## config.mk

```make
export PLATFORM = sky130hd
export DESIGN_NAME = opcmd_qualifier
export DESIGN_NICKNAME = d
export VERILOG_FILES = /design/src/rtl/opcmd_qualifier.sv
export SDC_FILE = /design/constraint.sdc
export NUM_CORES = 1
export LEC_CHECK = 0
export BUFFER_PORTS_ARGS = -buffer_cell sky130_fd_sc_hd__buf_2
export CORE_MARGIN = 2
export CORE_UTILIZATION = 25
export DETAILED_ROUTE_END_ITERATION = 10
export GPL_TIMING_DRIVEN = 0
export MAX_ROUTING_LAYER = met4
export PLACE_DENSITY = 0.43
export SLEW_MARGIN = 15
export SYNTH_ARGS = -nofsm -noshare
export SYNTH_HDL_FRONTEND = slang
export SYNTH_SLANG_ARGS = --single-unit
```

## constraint.sdc

```tcl
create_clock -name clk -period 5 [get_ports clk]
set_clock_uncertainty 0.1 [all_clocks]
set_input_delay 0.25 -clock clk [delete_from_list [all_inputs] [get_ports clk]]
set_output_delay 0.25 -clock clk [all_outputs]
set_load 0.02 [all_outputs]
```

## src/rtl/opcmd_qualifier.sv

```systemverilog
module opcmd_qualifier #(
  parameter int CLK_W      = 6,
  parameter int SAVE_LIMIT = 50,
  parameter int LATE_POS   = 4,
  parameter int BLANK_CYC  = 500
) (
  input  logic             clk,
  input  logic             rst_n,
  input  logic             tag11_dec,
  input  logic             cmd_valid,
  input  logic [7:0]       bus_out,
  input  logic             dev_check,
  input  logic             diag1,
  input  logic             sel_lock,
  input  logic             on_cyl,
  input  logic             write_gate,
  input  logic             head_sel,
  input  logic             end_of_cyl,
  input  logic [7:0]       sec_cnt,
  input  logic [CLK_W-1:0] clk_pos,
  input  logic             rst_intr,
  output logic [7:0]       op_strb,
  output logic             rd_sel,
  output logic             data_en,
  output logic             cmd_reject,
  output logic             hadv_check,
  output logic             wf_blank,
  output logic [7:0]       sect_bi
);
  localparam int BW = $clog2(BLANK_CYC + 1);
  localparam logic [BW-1:0]    BLOAD = BW'(BLANK_CYC);
  localparam logic [CLK_W-1:0] LIM   = CLK_W'(SAVE_LIMIT);
  localparam logic [CLK_W-1:0] LATE  = CLK_W'(LATE_POS);

  logic          pat_ok, tag_ok, accept, rd_ok, pending;
  logic [BW-1:0] bcnt;
  logic [7:0]    sec_reg;

  always_comb begin
    case (bus_out)
      8'h29, 8'h4E, 8'h28, 8'h4C, 8'h10, 8'h80: pat_ok = 1'b1;
      default:                                 pat_ok = 1'b0;
    endcase
  end

  assign tag_ok = tag11_dec & cmd_valid & ~dev_check & ~diag1 & ~sel_lock & on_cyl;
  assign accept = tag_ok & pat_ok;
  assign rd_ok  = accept & bus_out[6] & ~write_gate & head_sel;

  always_ff @(posedge clk or negedge rst_n) begin
    if (!rst_n) begin
      op_strb    <= '0;
      rd_sel     <= 1'b0;
      data_en    <= 1'b0;
      cmd_reject <= 1'b0;
      hadv_check <= 1'b0;
    end else begin
      op_strb    <= accept ? (bus_out & ~{3'b000, end_of_cyl, 4'b0000}) : 8'h00;
      rd_sel     <= rd_ok;
      data_en    <= rd_ok & bus_out[2];
      cmd_reject <= tag11_dec & ~accept;
      hadv_check <= accept & bus_out[4] & end_of_cyl;
    end
  end

  always_ff @(posedge clk or negedge rst_n) begin
    if (!rst_n)                    bcnt <= '0;
    else if (accept & bus_out[0])  bcnt <= BLOAD;
    else if (bcnt != '0)           bcnt <= bcnt - BW'(1);
  end
  assign wf_blank = (bcnt != '0);

  always_ff @(posedge clk or negedge rst_n) begin
    if (!rst_n) begin
      sec_reg <= '0;
      pending <= 1'b0;
    end else if (rst_intr) begin
      sec_reg <= '0;
      pending <= 1'b0;
    end else if (accept & bus_out[7] & (clk_pos < LIM)) begin
      sec_reg <= sec_cnt;
      pending <= 1'b0;
    end else if (accept & bus_out[7]) begin
      pending <= 1'b1;
    end else if (pending && clk_pos == LATE) begin
      sec_reg <= sec_cnt;
      pending <= 1'b0;
    end
  end

  always_comb
    for (int k = 0; k < 8; k++) sect_bi[k] = sec_reg[7-k];

  assert_reject_R2: assert property (@(posedge clk) disable iff (!rst_n)
    (tag11_dec && (!cmd_valid || dev_check || diag1 || sel_lock || !on_cyl))
      |=> (cmd_reject && op_strb == 8'h00));
  assert_unlisted_R4: assert property (@(posedge clk) disable iff (!rst_n)
    (tag11_dec && !pat_ok) |=> (cmd_reject && op_strb == 8'h00));
  assert_strobe_src_R5: assert property (@(posedge clk) disable iff (!rst_n)
    (op_strb != 8'h00) |-> $past(tag11_dec));
  assert_readsel_R6: assert property (@(posedge clk) disable iff (!rst_n)
    rd_sel |-> $past(head_sel && !write_gate));
  assert_dataen_R7: assert property (@(posedge clk) disable iff (!rst_n)
    data_en |-> rd_sel);
  assert_hadv_R8: assert property (@(posedge clk) disable iff (!rst_n)
    hadv_check |-> !op_strb[4]);
  assert_blank_R9: assert property (@(posedge clk) disable iff (!rst_n)
    (tag_ok && bus_out == 8'h29) |=> wf_blank);
  assert_late_R11: assert property (@(posedge clk) disable iff (!rst_n)
    (pending && clk_pos == LATE && !rst_intr && !(accept && bus_out[7]))
      |=> (sec_reg == $past(sec_cnt)));
  assert_clear_R13: assert property (@(posedge clk) disable iff (!rst_n)
    rst_intr |=> (sect_bi == 8'h00));
endmodule

```

# After elaboration in Yosys (flattened, before gate mapping)
# Cells that the tools add are included.
[classes]
add_sub_neg = 1
multipliers = 0
n_div = 0
order_cmp = 1
eq_ne = 8
shifts = 0
n_mux = 12
bitwise = 23
reduce_logical = 7
[op_table]
columns = ["cell", "count"]
rows = [
  ["$mux W8", 5],
  ["$mux W9", 2],
  ["$and A1 B1 Y1", 16],
  ["$eq A8 B6 Y1 const B", 2],
  ["$eq A8 B7 Y1 const B", 2],
  ["$reduce_bool A9 Y1", 1],
  ["$sub A9 B1 Y9 const B", 1],
  ["$and A8 B8 Y8", 1],
  ["$eq A8 B5 Y1 const B", 1],
  ["$eq A8 B8 Y1 const B", 1],
  ["$not A5 Y8", 1],
  ["$eq A6 B3 Y1 const B", 1],
  ["$lt A6 B6 Y1 const B", 1],
  ["$reduce_or A6 Y1", 1],
  ["$mux W1", 5],
  ["$not A1 Y1", 5],
  ["$reduce_bool A4 Y1", 1],
  ["$ne A3 B2 Y1 const B", 1],
  ["$reduce_bool A3 Y1", 1],
  ["$reduce_and A2 Y1", 1],
  ["$reduce_bool A2 Y1", 1],
  ["$logic_and A1 B1 Y1", 1],
]
[word_totals]
reg_bits = 30
latchBits = 0
ram_bits = 0
romBits = 0
input_bits = 34
memories = 0

# Depth between registers and ports, before layout
# Gate-level depths: netlist (run 1).
[logic_depth]
ltp_word = 10
depth_mapped = 7
mapped_depth_nobuf = 7

# Worst setup path before layout (run 1)
# OpenSTA, ideal clock, no wires.
[synth_timing]
kind = "register to register"
from = "reg bcnt[6]"
to = "reg bcnt[1]"
setup_ns = 0.094
t_arrival_ns = 1.542
path_slack_ns = 3.264
path_stages_with_launch = 5
n_path_buf = 0
path_cell_list = "dfrtp_1 or4_4 nor4_4 inv_1 a211oi_1"
[synth_via]
elab_chain_len = 2
[synth_rtl]
columns = ["element", "line", "source"]
rows = [
  ["start: declaration", "36", "logic [BW-1:0] bcnt;"],
  ["start signal: assignment", "69", "else if (bcnt != '0) bcnt <= bcnt - BW'(1);"],
  ["$reduce_bool A9 Y1", "--", ""],
  ["net wf_blank", "27", "output logic wf_blank,"],
  ["$reduce_bool A2 Y1 (no source line)", "--", ""],
]
# The timed path passes the listed nets, and every way through them passes these cells.
# A chain may end at the register's enable or synchronous reset.

# Worst setup path after layout (run 1)
[layout_timing]
from = "reg bcnt[6]"
to = "out wf_blank"
[layout_via]
elab_chain_len = 1
[layout_rtl]
columns = ["element", "line", "source"]
rows = [
  ["$reduce_bool A9 Y1", "71", "assign wf_blank = (bcnt != '0);"],
  ["end: declaration", "27", ""],
]
# No other way between the ends.

==> results of run 1 <==
[layout by cell type (no fill, tap or decap), types with 5 or more instances in the layout]
| cell | instances |
|---|---|
| sky130_fd_sc_hd__nand2_1 | 8 |
| sky130_fd_sc_hd__dfrtp_1 | 30 |
| sky130_fd_sc_hd__nor3_1 | 5 |
| sky130_fd_sc_hd__clkbuf_8 | 5 |
| sky130_fd_sc_hd__a21oi_1 | 10 |
| sky130_fd_sc_hd__and2_1 | 5 |
| sky130_fd_sc_hd__buf_2 | 53 |
| sky130_fd_sc_hd__nand3_1 | 9 |
| sky130_fd_sc_hd__inv_1 | 5 |
| sky130_fd_sc_hd__o21ai_0 | 9 |
| sky130_fd_sc_hd__nor2_1 | 7 |
[metal layers]
| metal | GRT usage [%] | vias to the layer above | routed length (um) | part of all wire [%] |
|---|---|---|---|---|
| met5 | - | - | 0 | 0 |
| met4 | 4.24 | 0 | 31 | 0.93 |
| met3 | 4.61 | 4 | 207 | 6.2 |
| met2 | 20.1 | 38 | 1630 | 49 |
| met1 | 13.7 | 549 | 1460 | 44 |
| li1 | - | 598 | - | - |
[where the power goes]
part	switching, mW	internal, mW
logic	0.0396	0.0376
clock network	0.0870	0.0931
registers	0.0248	0.267
[per-stage QoR]
step	utilization, %	instance area (um^2)
2_1_floorplan	-	1460
3_3_place_gp	32.5	1810
3_5_place_dp	32.5	1810
4_1_cts	34.1	1900
5_1_grt	34.1	1900
6_report	34.1	1900
[worst max-delay path, delay by kind of cell, from the launching register on]
family	cells	cell delay, ns
buffers and inverters	2	0.27
DFF	1	0.40
and+or+nand+nor	2	0.80
[cell type report]
type | instances | area [um^2] | area share (%)
inverters | 5 | 18.8 | 0.986
multi-input cells | 94 | 663 | 34.8
clock buffers | 5 | 68.8 | 3.62
plain buffers | 3 | 26.3 | 1.38
clock inverters | 2 | 10.0 | 0.526
flip-flops and latches | 30 | 751 | 39.4
well taps | 72 | 90.1 | 4.73
repair buffers | 54 | 275 | 14.5
[cells by family (layout without fill, tap and decap cells)]
logic type	count (synthesis)	in the layout	share of synthesized area, %
AO/OA/AOI/OAI	28	28	13.6
XOR/XNOR	5	5	3.00
adder cells (fa/ha/maj)	1	1	0.857
buffers and inverters	8	69	3.09
flip-flops	30	30	51.5
AND/OR/NAND/NOR	60	60	28.0
[what timing repair did]
item                                   in CTS  in global routing
setup buffers                               0                  0
resized for setup                           0                  0
setup endpoints to repair                   0                  0
endpoints found under the hold margin      30                  0
hold buffers                                1                  0
[synthesized netlist by cell type, drive strengths merged]
library cell / count
dfrtp: 30
a21oi: 10
nand2: 9
nand3: 9
o21ai: 9
nor3: 8
nor2: 7
and2: 5
inv: 5
nor2b: 4
nand2b: 3
o211ai: 3
or4: 3
xnor2: 3
a211oi: 2
and4b: 2
buf: 2
nor4: 2
nor4b: 2
o31ai: 2
or3: 2
xor2: 2
and3: 1
and3b: 1
and4bb: 1
clkbuf: 1
ha: 1
nand4: 1
o31a: 1
o41ai: 1
[worst paths after layout]
kind,to,cells past startpoint,slack [ns],start
setup reg to reg,bcnt[5],5,3.16,bcnt[6]
hold / removal,sec_reg[3],2,0.06,rst_intr
min in group asynchronous,op_strb[6],2,0.45,rst_n
max in group asynchronous,bcnt[1],2,3.91,rst_n
setup / recovery,wf_blank,4,2.91,bcnt[6]
hold reg to reg,bcnt[2],2,0.42,bcnt[2]
==> impl_metrics.toml, run 1 <==
[sta]
timing.slew.headroom_pct = 55.2
timing.final.max_slew_violations = 0
max_freq_ghz = 0.478
hold_violations = 0
setup_repair_after_global_routing_missed_its_margin = "false"
setup_viol_count_final = 0
whs_ns = 0.0613
setup_slack_ns = 2.91
totalNegativeSetupSlack_ns = 0
finalWorstPathRequiredPeriod_ns = 2.09
tightest_slew_ns = 0.667
period_share_pct = 41.8

[routing]
detail_route.first_pass.iterations = 4
detail_route.iter0.violations = 35
drtAntennaViolNets = 0
drt_drc_violations_left = 0
postRouteWirelength_mm = 3.32
route.detailed.wl_per_inst_um = 12.5
detail_route.vias_per_cell = 4.49
via_count = 1189

[clock_tree]
cts_htree_levels = 2
clock_pin_slew_reported_for_the_worst_setup_and_hold_paths_after_clock_tree_synthesis_ns = 0.06
root_buffer_cell = "sky130_fd_sc_hd__clkbuf_8"
cts.sink_count = 30
clkLatencyLatePin_ns = 0.28
cts_buffers = 5
cts_tree = "built"
cts_max_path_bufs = 2

[floorplanning]
core_footprint_mm2 = 0.00557
row_count = 27
die_w_um = 80.4
die_h_um = 80.4
die-area_mm2 = 0.00646
start_util_pct = 26.2
io_pins = 55

[yosys]
synth_top_cell_area_share_pct = 51.5
ys_types = 37
synthDominantAreaCellType = "sky130_fd_sc_hd__dfrtp_1"
post_synthesis_average_cell_area_um2 = 11.1
synth_area_mm2 = 0.00146
netlist_instances = 132
synth_top_cells_by_area = "sky130_fd_sc_hd__dfrtp_1 (51%), sky130_fd_sc_hd__a21oi_1 (3.4%), sky130_fd_sc_hd__nand3_1 (3.1%)"
synth_sequential_area_ratio_pct = 51.5
synth-warning-count = 0
ys_ff_latch = 30
syn_nets = 167

[final_layout]
diodes = 0
flip_flop_count_of_the_largest_register_all_copies_and_words_added = 9
final_layout_size_suffix_gt1_share_pct = 38.9
stdcell_count = 265
finalNetCount = 228
fillCellCount = 578
area_growth_syn_to_layout_pct = 30.4

[setup_path]
crit_fanout = 5
slowest_stage = "sky130_fd_sc_hd__or4_4"
crit_path_cell_trace = "or4_4 > nor4_4 > inv_1 > buf_2"
cpPeakStageDelay_ns = 0.60
timing_worst_setup_path_type = "reg -> out"
endpoint_kind = "output port"
worst_ep_required_time_ns = 4.65
critPathArrivalTime_ns = 1.74
worstSetupStartpointType = "flip-flop"

[place]
placed_cells = 257
place.detailed.hpwl_mm = 2.58
post-place-ws_ns = 3.10
gp_congestion = 0.719
numPortBuffers = 53

[global_route]
via_count_of_the_first_global_routing_pass = 1310
grt_pass1_wl_mm = 5.94
grt_max_degree = 31
overflow = 0
grt_util_all_layers_pct = 12.2
antenna_found_initial = 0

[status]
run_status = "finished, final reports clean"

[flow_run]
max_cap_violations = 0

[power_and_ir_drop]
totalPowerFinal_mw = 0.549
ir_drop_worst_case_vdd_mv = 0.0998
leakage_nw = 0.896
p_per_area_mw_per_mm2 = 288

[hold_path]
worstHoldPathType = "in -> reg"
No activity file was read; power rests on OpenSTA's default activity.
==> inputs of run 2 (changes only) <==
- ABC_AREA: not set -> 1
- PLACE_DENSITY: 0.43 -> 0.44
- clock period: 5 -> 1.9 ns (I/O delays scaled with it)
==> run 2 against run 1 <==
Against the previous run: via count rose by 19%; design area rose by 12%; clock power rose to 3.4 times the previous value; count of clock-buffer cells in the layout rose by 3; die area rose by 5.3%.
==> impl_metrics.toml, run 2 <==
[status]
run_status = "finished, final reports clean"

[sta]
tightest_slew_ns = 0.698
totalNegativeSetupSlack_ns = 0
setup_repair_after_global_routing_missed_its_margin = "false"
period_share_pct = 90.4
finalWorstPathRequiredPeriod_ns = 1.72
timing.final.max_slew_violations = 0
hold_violations = 0
timing.slew.headroom_pct = 53.5
setup_slack_ns = 0.183
max_freq_ghz = 0.582
setup_viol_count_final = 0

[yosys]
yosys_most_used_dff = "sky130_fd_sc_hd__dfrtp_1"
synth_most_common_cell = "sky130_fd_sc_hd__inv_1"
syn_nets = 224
synth_top_cell_area_share_pct = 48.7
netlist_instances = 189
synth_edf_count = 0
synth_sequential_area_ratio_pct = 48.7
synthDominantAreaCellType = "sky130_fd_sc_hd__dfrtp_1"
yosys-top-cells-count = "sky130_fd_sc_hd__inv_1 (35), sky130_fd_sc_hd__nand2_1 (34), sky130_fd_sc_hd__dfrtp_1 (30)"
synth-warning-count = 0
ys_types = 25
asyncSetResetFlopFracSynth_pct = 100
ys_ff_latch = 30
synth_area_mm2 = 0.00154
post_synthesis_average_cell_area_um2 = 8.15
synth_top_cells_by_area = "sky130_fd_sc_hd__dfrtp_1 (49%), sky130_fd_sc_hd__inv_1 (8.5%), sky130_fd_sc_hd__nand2_1 (8.3%)"

[global_route]
grt_util_all_layers_pct = 12.3
globalRoute.busiestLayer = "met2"
grt_pass1_wl_mm = 6.07
global_route.usage.met2_pct = 19.1
grt_max_degree = 31
grt.met1_usage_pct = 14.7
overflow = 0
via_count_of_the_first_global_routing_pass = 1340
gr-usage-met3_pct = 3.91
antenna_found_initial = 0

[clock_tree]
clkLatencyLatePin_ns = 0.28
root_buffer_cell = "sky130_fd_sc_hd__clkbuf_8"
setup_buffers_after_cts = 0
cts_buffers = 5
cts_tree = "built"
cts_htree_levels = 2
cts_max_path_bufs = 2
cts.sink_count = 30
clock_pin_slew_reported_for_the_worst_setup_and_hold_paths_after_clock_tree_synthesis_ns = 0.07

[place]
numPortBuffers = 53
post-place-ws_ns = 0.152
place.detailed.hpwl_mm = 2.55
placed_cells = 317
gp_congestion = 0.758

[setup_path]
r2r-start = "bcnt[0]"
endpoint_kind = "output port"
regToRegSetupSlack_ns = 0.24
worst_ep_required_time_ns = 1.70
worst_setup_path_startpoint = "bcnt[0]"
critPathCapture = "wf_blank"
timing_worst_setup_path_type = "reg -> out"
worstSetupStartpointType = "flip-flop"
reg2reg_depth = 9
crit_fanout = 7
r2r_end = "bcnt[4]"
critPathArrivalTime_ns = 1.52

[final_layout]
most-common-layout-cells = "sky130_fd_sc_hd__buf_2 (53), sky130_fd_sc_hd__inv_1 (35), sky130_fd_sc_hd__nand2_1 (34), sky130_fd_sc_hd__dfrtp_1 (30), sky130_fd_sc_hd__nor2_1 (29)"
fillCellCount = 629
diodes = 0
final_layout_size_suffix_gt1_share_pct = 31.0
stdcell_count = 336
layout_commonest_cell = "sky130_fd_sc_hd__buf_2"
area_growth_syn_to_layout_pct = 37.9
flip_flop_count_of_the_largest_register_all_copies_and_words_added = 9
finalNetCount = 295

[floorplanning]
die_w_um = 82.5
start_util_pct = 26.0
core_footprint_mm2 = 0.00592
die_h_um = 82.5
io_pins = 55
row_count = 28
die-area_mm2 = 0.00680

[routing]
detail_route.vias_per_cell = 4.22
via_count = 1417
detail_route.first_pass.iterations = 4
drt_drc_violations_left = 0
route.detailed.wl_per_inst_um = 10.5
detail_route.iter0.violations = 62
postRouteWirelength_mm = 3.52
drtAntennaViolNets = 0

[hold_path]
worstHoldPathType = "in -> reg"
holdCritStartpoint = "sec_cnt[4]"

[power_and_ir_drop]
ir_drop_worst_case_vdd_mv = 0.335
p_per_area_mw_per_mm2 = 791
leakage_nw = 1.25

[flow_run]
max_cap_violations = 0
[run 2: cell types whose count changed after synthesis, moves of 5 or more]
| cell | before | now |
|---|---|---|
| sky130_fd_sc_hd__nand2_1 | 8 | 34 |
| sky130_fd_sc_hd__o21ai_0 | 9 | 4 |
| sky130_fd_sc_hd__and2_1 | 5 | 0 |
| sky130_fd_sc_hd__nand2_4 | 0 | 6 |
| sky130_fd_sc_hd__a21oi_1 | 10 | 1 |
| sky130_fd_sc_hd__nand3_1 | 9 | 20 |
| sky130_fd_sc_hd__nor2_1 | 7 | 29 |
| sky130_fd_sc_hd__inv_1 | 5 | 35 |
[run 2: worst min-delay path by stage]
stage                 endpoint  cells after the start  slack (ns)
finish              sec_reg[4]                      5        0.02
floorplan              bcnt[0]                      0       -0.30
detailed placement     data_en                      1        0.09
global route        sec_reg[7]                      5        0.04
CTS                 sec_reg[4]                      5        0.01
global placement       data_en                      1        0.09
[run 2: what timing repair did]
| action | in CTS | in global routing |
|---|---|---|
| hold buffers | 11 | 0 |
| endpoints found under the hold margin | 38 | 0 |
| resized for setup | 0 | 1 |
| setup endpoints to repair | 0 | 5 |
[run 2: where the power goes]
group | switching [mW] | internal, mW
registers | 0.0777 | 0.719
logic | 0.154 | 0.126
clock network | 0.239 | 0.366
[run 2: metrics by stage]
step                hold slack (ns)  util, %  total power [mW]  cell area [um^2]
CTS                          0.0123     35.8              1.71              2120
detailed placement           0.0948     32.1              1.08              1900
global placement             0.0885     32.1              1.07              1900
floorplan                    -0.301        -             0.963              1540
finish                       0.0237     35.9              1.68              2120
global route                 0.0407     35.9              1.79              2120
[run 2: metal layers]
metal  up-vias  wire, um
met5         -         0
met4         0        51
met3         4       182
met2        39      1580
met1       649      1700
li1        725         -
[run 2: kinds of logic after synthesis]
logic type	after synthesis	synth area share [%]
AND/OR/NAND/NOR	110	36.6
adder cells (fa/ha/maj)	1	0.812
AO/OA/AOI/OAI	8	3.09
XOR/XNOR	1	0.569
flip-flops	30	48.7
buffers and inverters	39	10.2
[run 2: worst max-delay path: stages, from the launching register on]
cell and delay, ns:
sky130_fd_sc_hd__dfrtp_1 0.39, sky130_fd_sc_hd__inv_1 0.08, sky130_fd_sc_hd__ha_1 0.19, sky130_fd_sc_hd__nand3_1 0.11, sky130_fd_sc_hd__inv_1 0.11, sky130_fd_sc_hd__nand3_2 0.15, sky130_fd_sc_hd__buf_2 0.21
[run 2: cell type report]
type	count	area [um^2]	share of cell area, %
Clock buffer	8	110	5.18
Sequential cell	30	751	35.3
Tap cell	75	93.8	4.42
Inverter	38	143	6.71
Multi-Input combinational cell	120	638	30.0
Timing Repair Buffer	64	375	17.7
Buffer	1	13.8	0.648
==> inputs of run 3 (changes only) <==
- PLACE_DENSITY: 0.44 -> 0.43
- RECOVER_POWER: not set -> 25
- clock period: 1.9 -> 1.78 ns (I/O delays scaled with it)
==> run 3 against run 2 <==
Against the previous run: sequential share of layout area grew 0.96 points; sequential power grew 6.5%; power is essentially flat; count of clock-buffer cells in the layout shrank 2; register-to-register slack lost 0.09 ns; wire length shrank 4.1%; combinational power grew 5%; critical path depth is the same; die area is the same; global-route usage shrank 0.39 points; clock power shrank 11%.
==> impl_metrics.toml, run 3 (synthesized netlist as in run 2, its figures left out) <==
[status]
run_status = "finished, final reports clean"

[final_layout]
flip_flop_count_of_the_largest_register_all_copies_and_words_added = 9
multi_input_area_um2 = 646
seq_area_um2 = 751
most-common-layout-cells = "sky130_fd_sc_hd__buf_2 (38), sky130_fd_sc_hd__nand2_1 (34), sky130_fd_sc_hd__inv_1 (33), sky130_fd_sc_hd__dfrtp_1 (30), sky130_fd_sc_hd__nor2_1 (29)"
layout_commonest_cell = "sky130_fd_sc_hd__buf_2"
post-route-cell-area_mm2 = 0.00207
finalNetCount = 293
area_growth_syn_to_layout_pct = 34.3
final_layout_size_suffix_gt1_share_pct = 25.7
diodes = 0
fillCellCount = 655

[clock_tree]
cts_max_path_bufs = 2
root_buffer_cell = "sky130_fd_sc_hd__clkbuf_8"
setup_buffers_after_cts = 0
cts_htree_levels = 2
clkLatencyLatePin_ns = 0.28
clock_pin_slew_reported_for_the_worst_setup_and_hold_paths_after_clock_tree_synthesis_ns = 0.06
cts.sink_count = 30
cts_tree = "built"
cts_buffers = 5

[sta]
whs_ns = 0.000386
hold_violations = 0
period_share_pct = 93.0
setup_viol_count_final = 0
setup_repair_after_global_routing_missed_its_margin = "false"
tightest_slew_ns = 0.682
setup_slack_ns = 0.124
finalWorstPathRequiredPeriod_ns = 1.66
timing.slew.headroom_pct = 54.6
timing.final.max_slew_violations = 0
totalNegativeSetupSlack_ns = 0
max_freq_ghz = 0.604

[setup_path]
crit_fanout = 7
timing_worst_setup_path_type = "reg -> out"
cpPeakStageDelay_ns = 0.39
crit_path_cell_trace = "inv_1 > ha_1 > nand3_1 > inv_2 > nand3_4 > buf_2"
worstSetupStartpointType = "flip-flop"
r2r-start = "bcnt[0]"
slowest_stage = "sky130_fd_sc_hd__dfrtp_1"
endpoint_kind = "output port"
cp_num_buf_inv = 3
path_delay_family = "flip-flops"
worst_setup_path_startpoint = "bcnt[0]"
critPathArrivalTime_ns = 1.47
worst_ep_required_time_ns = 1.59

[global_route]
antenna_found_initial = 0
grt_max_degree = 31
grt_util_all_layers_pct = 11.9
via_count_of_the_first_global_routing_pass = 1373
grt_pass1_wl_mm = 5.92
overflow = 0

[power_and_ir_drop]
p_per_area_mw_per_mm2 = 813
ir_drop_worst_case_vdd_mv = 0.316
totalPowerFinal_mw = 1.68
leakage_nw = 1.16

[place]
place.detailed.hpwl_mm = 2.56
numPortBuffers = 53
dpl-instance-area_mm2 = 0.00190
gp_congestion = 0.756
post-place-ws_ns = 0.00645

[routing]
met3RoutedLength_um = 214
dr_wl_met2_mm = 1.50
detail_route.vias_per_cell = 4.13
met1_wirelength_mm = 1.60
drt_drc_violations_left = 0
detail_route.iter0.violations = 57
postRouteWirelength_mm = 3.37
drtAntennaViolNets = 0
detail_route.first_pass.iterations = 4
route.detailed.wl_per_inst_um = 10.2
via_count = 1371
highest-signal-layer = "met4"

[hold_path]
holdCritStartpoint = "bus_out[6]"
worstHoldPathType = "in -> reg"

[floorplanning]
core_footprint_mm2 = 0.00592
io_pins = 55
die_h_um = 82.5
die-area_mm2 = 0.00680
start_util_pct = 26.0
row_count = 28
die_w_um = 82.5

[flow_run]
max_cap_violations = 0
==> run 3: cell count changes in the layout (fill, tap and decap cells not counted), moves of 2 or more <==
| cell | previous run | this run |
|---|---|---|
| sky130_fd_sc_hd__clkbuf_1 | 0 | 15 |
| sky130_fd_sc_hd__buf_2 | 53 | 38 |
| sky130_fd_sc_hd__inv_1 | 35 | 33 |
| sky130_fd_sc_hd__dlygate4sd3_1 | 11 | 9 |
| sky130_fd_sc_hd__clkbuf_8 | 9 | 7 |
==> run 3: path summary, 6_finish.rpt <==
check / cells after the start / end / slack (ns)
worst max-delay path: 6 / wf_blank / 0.12
worst min-delay path: 3 / op_strb[2] / 0.0004
worst max register to register: 9 / bcnt[4] / 0.15
worst min register to register: 2 / sec_reg[2] / 0.37
max in group asynchronous: 2 / sec_reg[3] / 0.86
min in group asynchronous: 2 / bcnt[0] / 0.29
==> run 3: per-layer routing <==
metal,track usage [%],vias to the layer above
li1,-,721
met1,14.3,604
met2,18.7,40
met3,2.93,6
met4,5.41,0
met5,-,-
==> run 3: metrics by stage <==
step	utilization, %	cells
after floorplan	-	189
after global placement	32.1	317
after detailed placement	32.1	317
after CTS	35.1	332
after global routing	34.9	332
final	34.9	332
==> run 3: power by group <==
part	switching (mW)	internal, mW
sequential	0.0805	0.767
combinational	0.164	0.130
clock	0.241	0.298
total	0.486	1.20
==> run 3: final cells by class <==
| type | count | share of cell area (%) |
|---|---|---|
| multi-input cells | 120 | 31.2 |
| inverters | 38 | 7.02 |
| flip-flops and latches | 30 | 36.3 |
| plain buffers | 1 | 0.665 |
| repair buffers | 62 | 16.3 |
| clock buffers | 6 | 3.99 |
| well taps | 75 | 4.54 |
==> run 3: repair_timing <==
item	4_1_cts	5_1_grt
endpoints found under the hold margin	37	0
hold buffers	9	0
resized for setup	1	5
endpoints found under the setup margin	2	3
pin swaps	0	1
==> run 3: worst reg2reg max path: stages (launching register included) <==
cell and delay [ns]:
sky130_fd_sc_hd__dfrtp_1 0.39, sky130_fd_sc_hd__inv_1 0.08, sky130_fd_sc_hd__ha_1 0.19, sky130_fd_sc_hd__nand3_1 0.13, sky130_fd_sc_hd__inv_2 0.11, sky130_fd_sc_hd__nand3_4 0.10
sky130_fd_sc_hd__nand3b_1 0.14, sky130_fd_sc_hd__nor2_1 0.06, sky130_fd_sc_hd__xnor2_1 0.14, sky130_fd_sc_hd__nand2_1 0.06
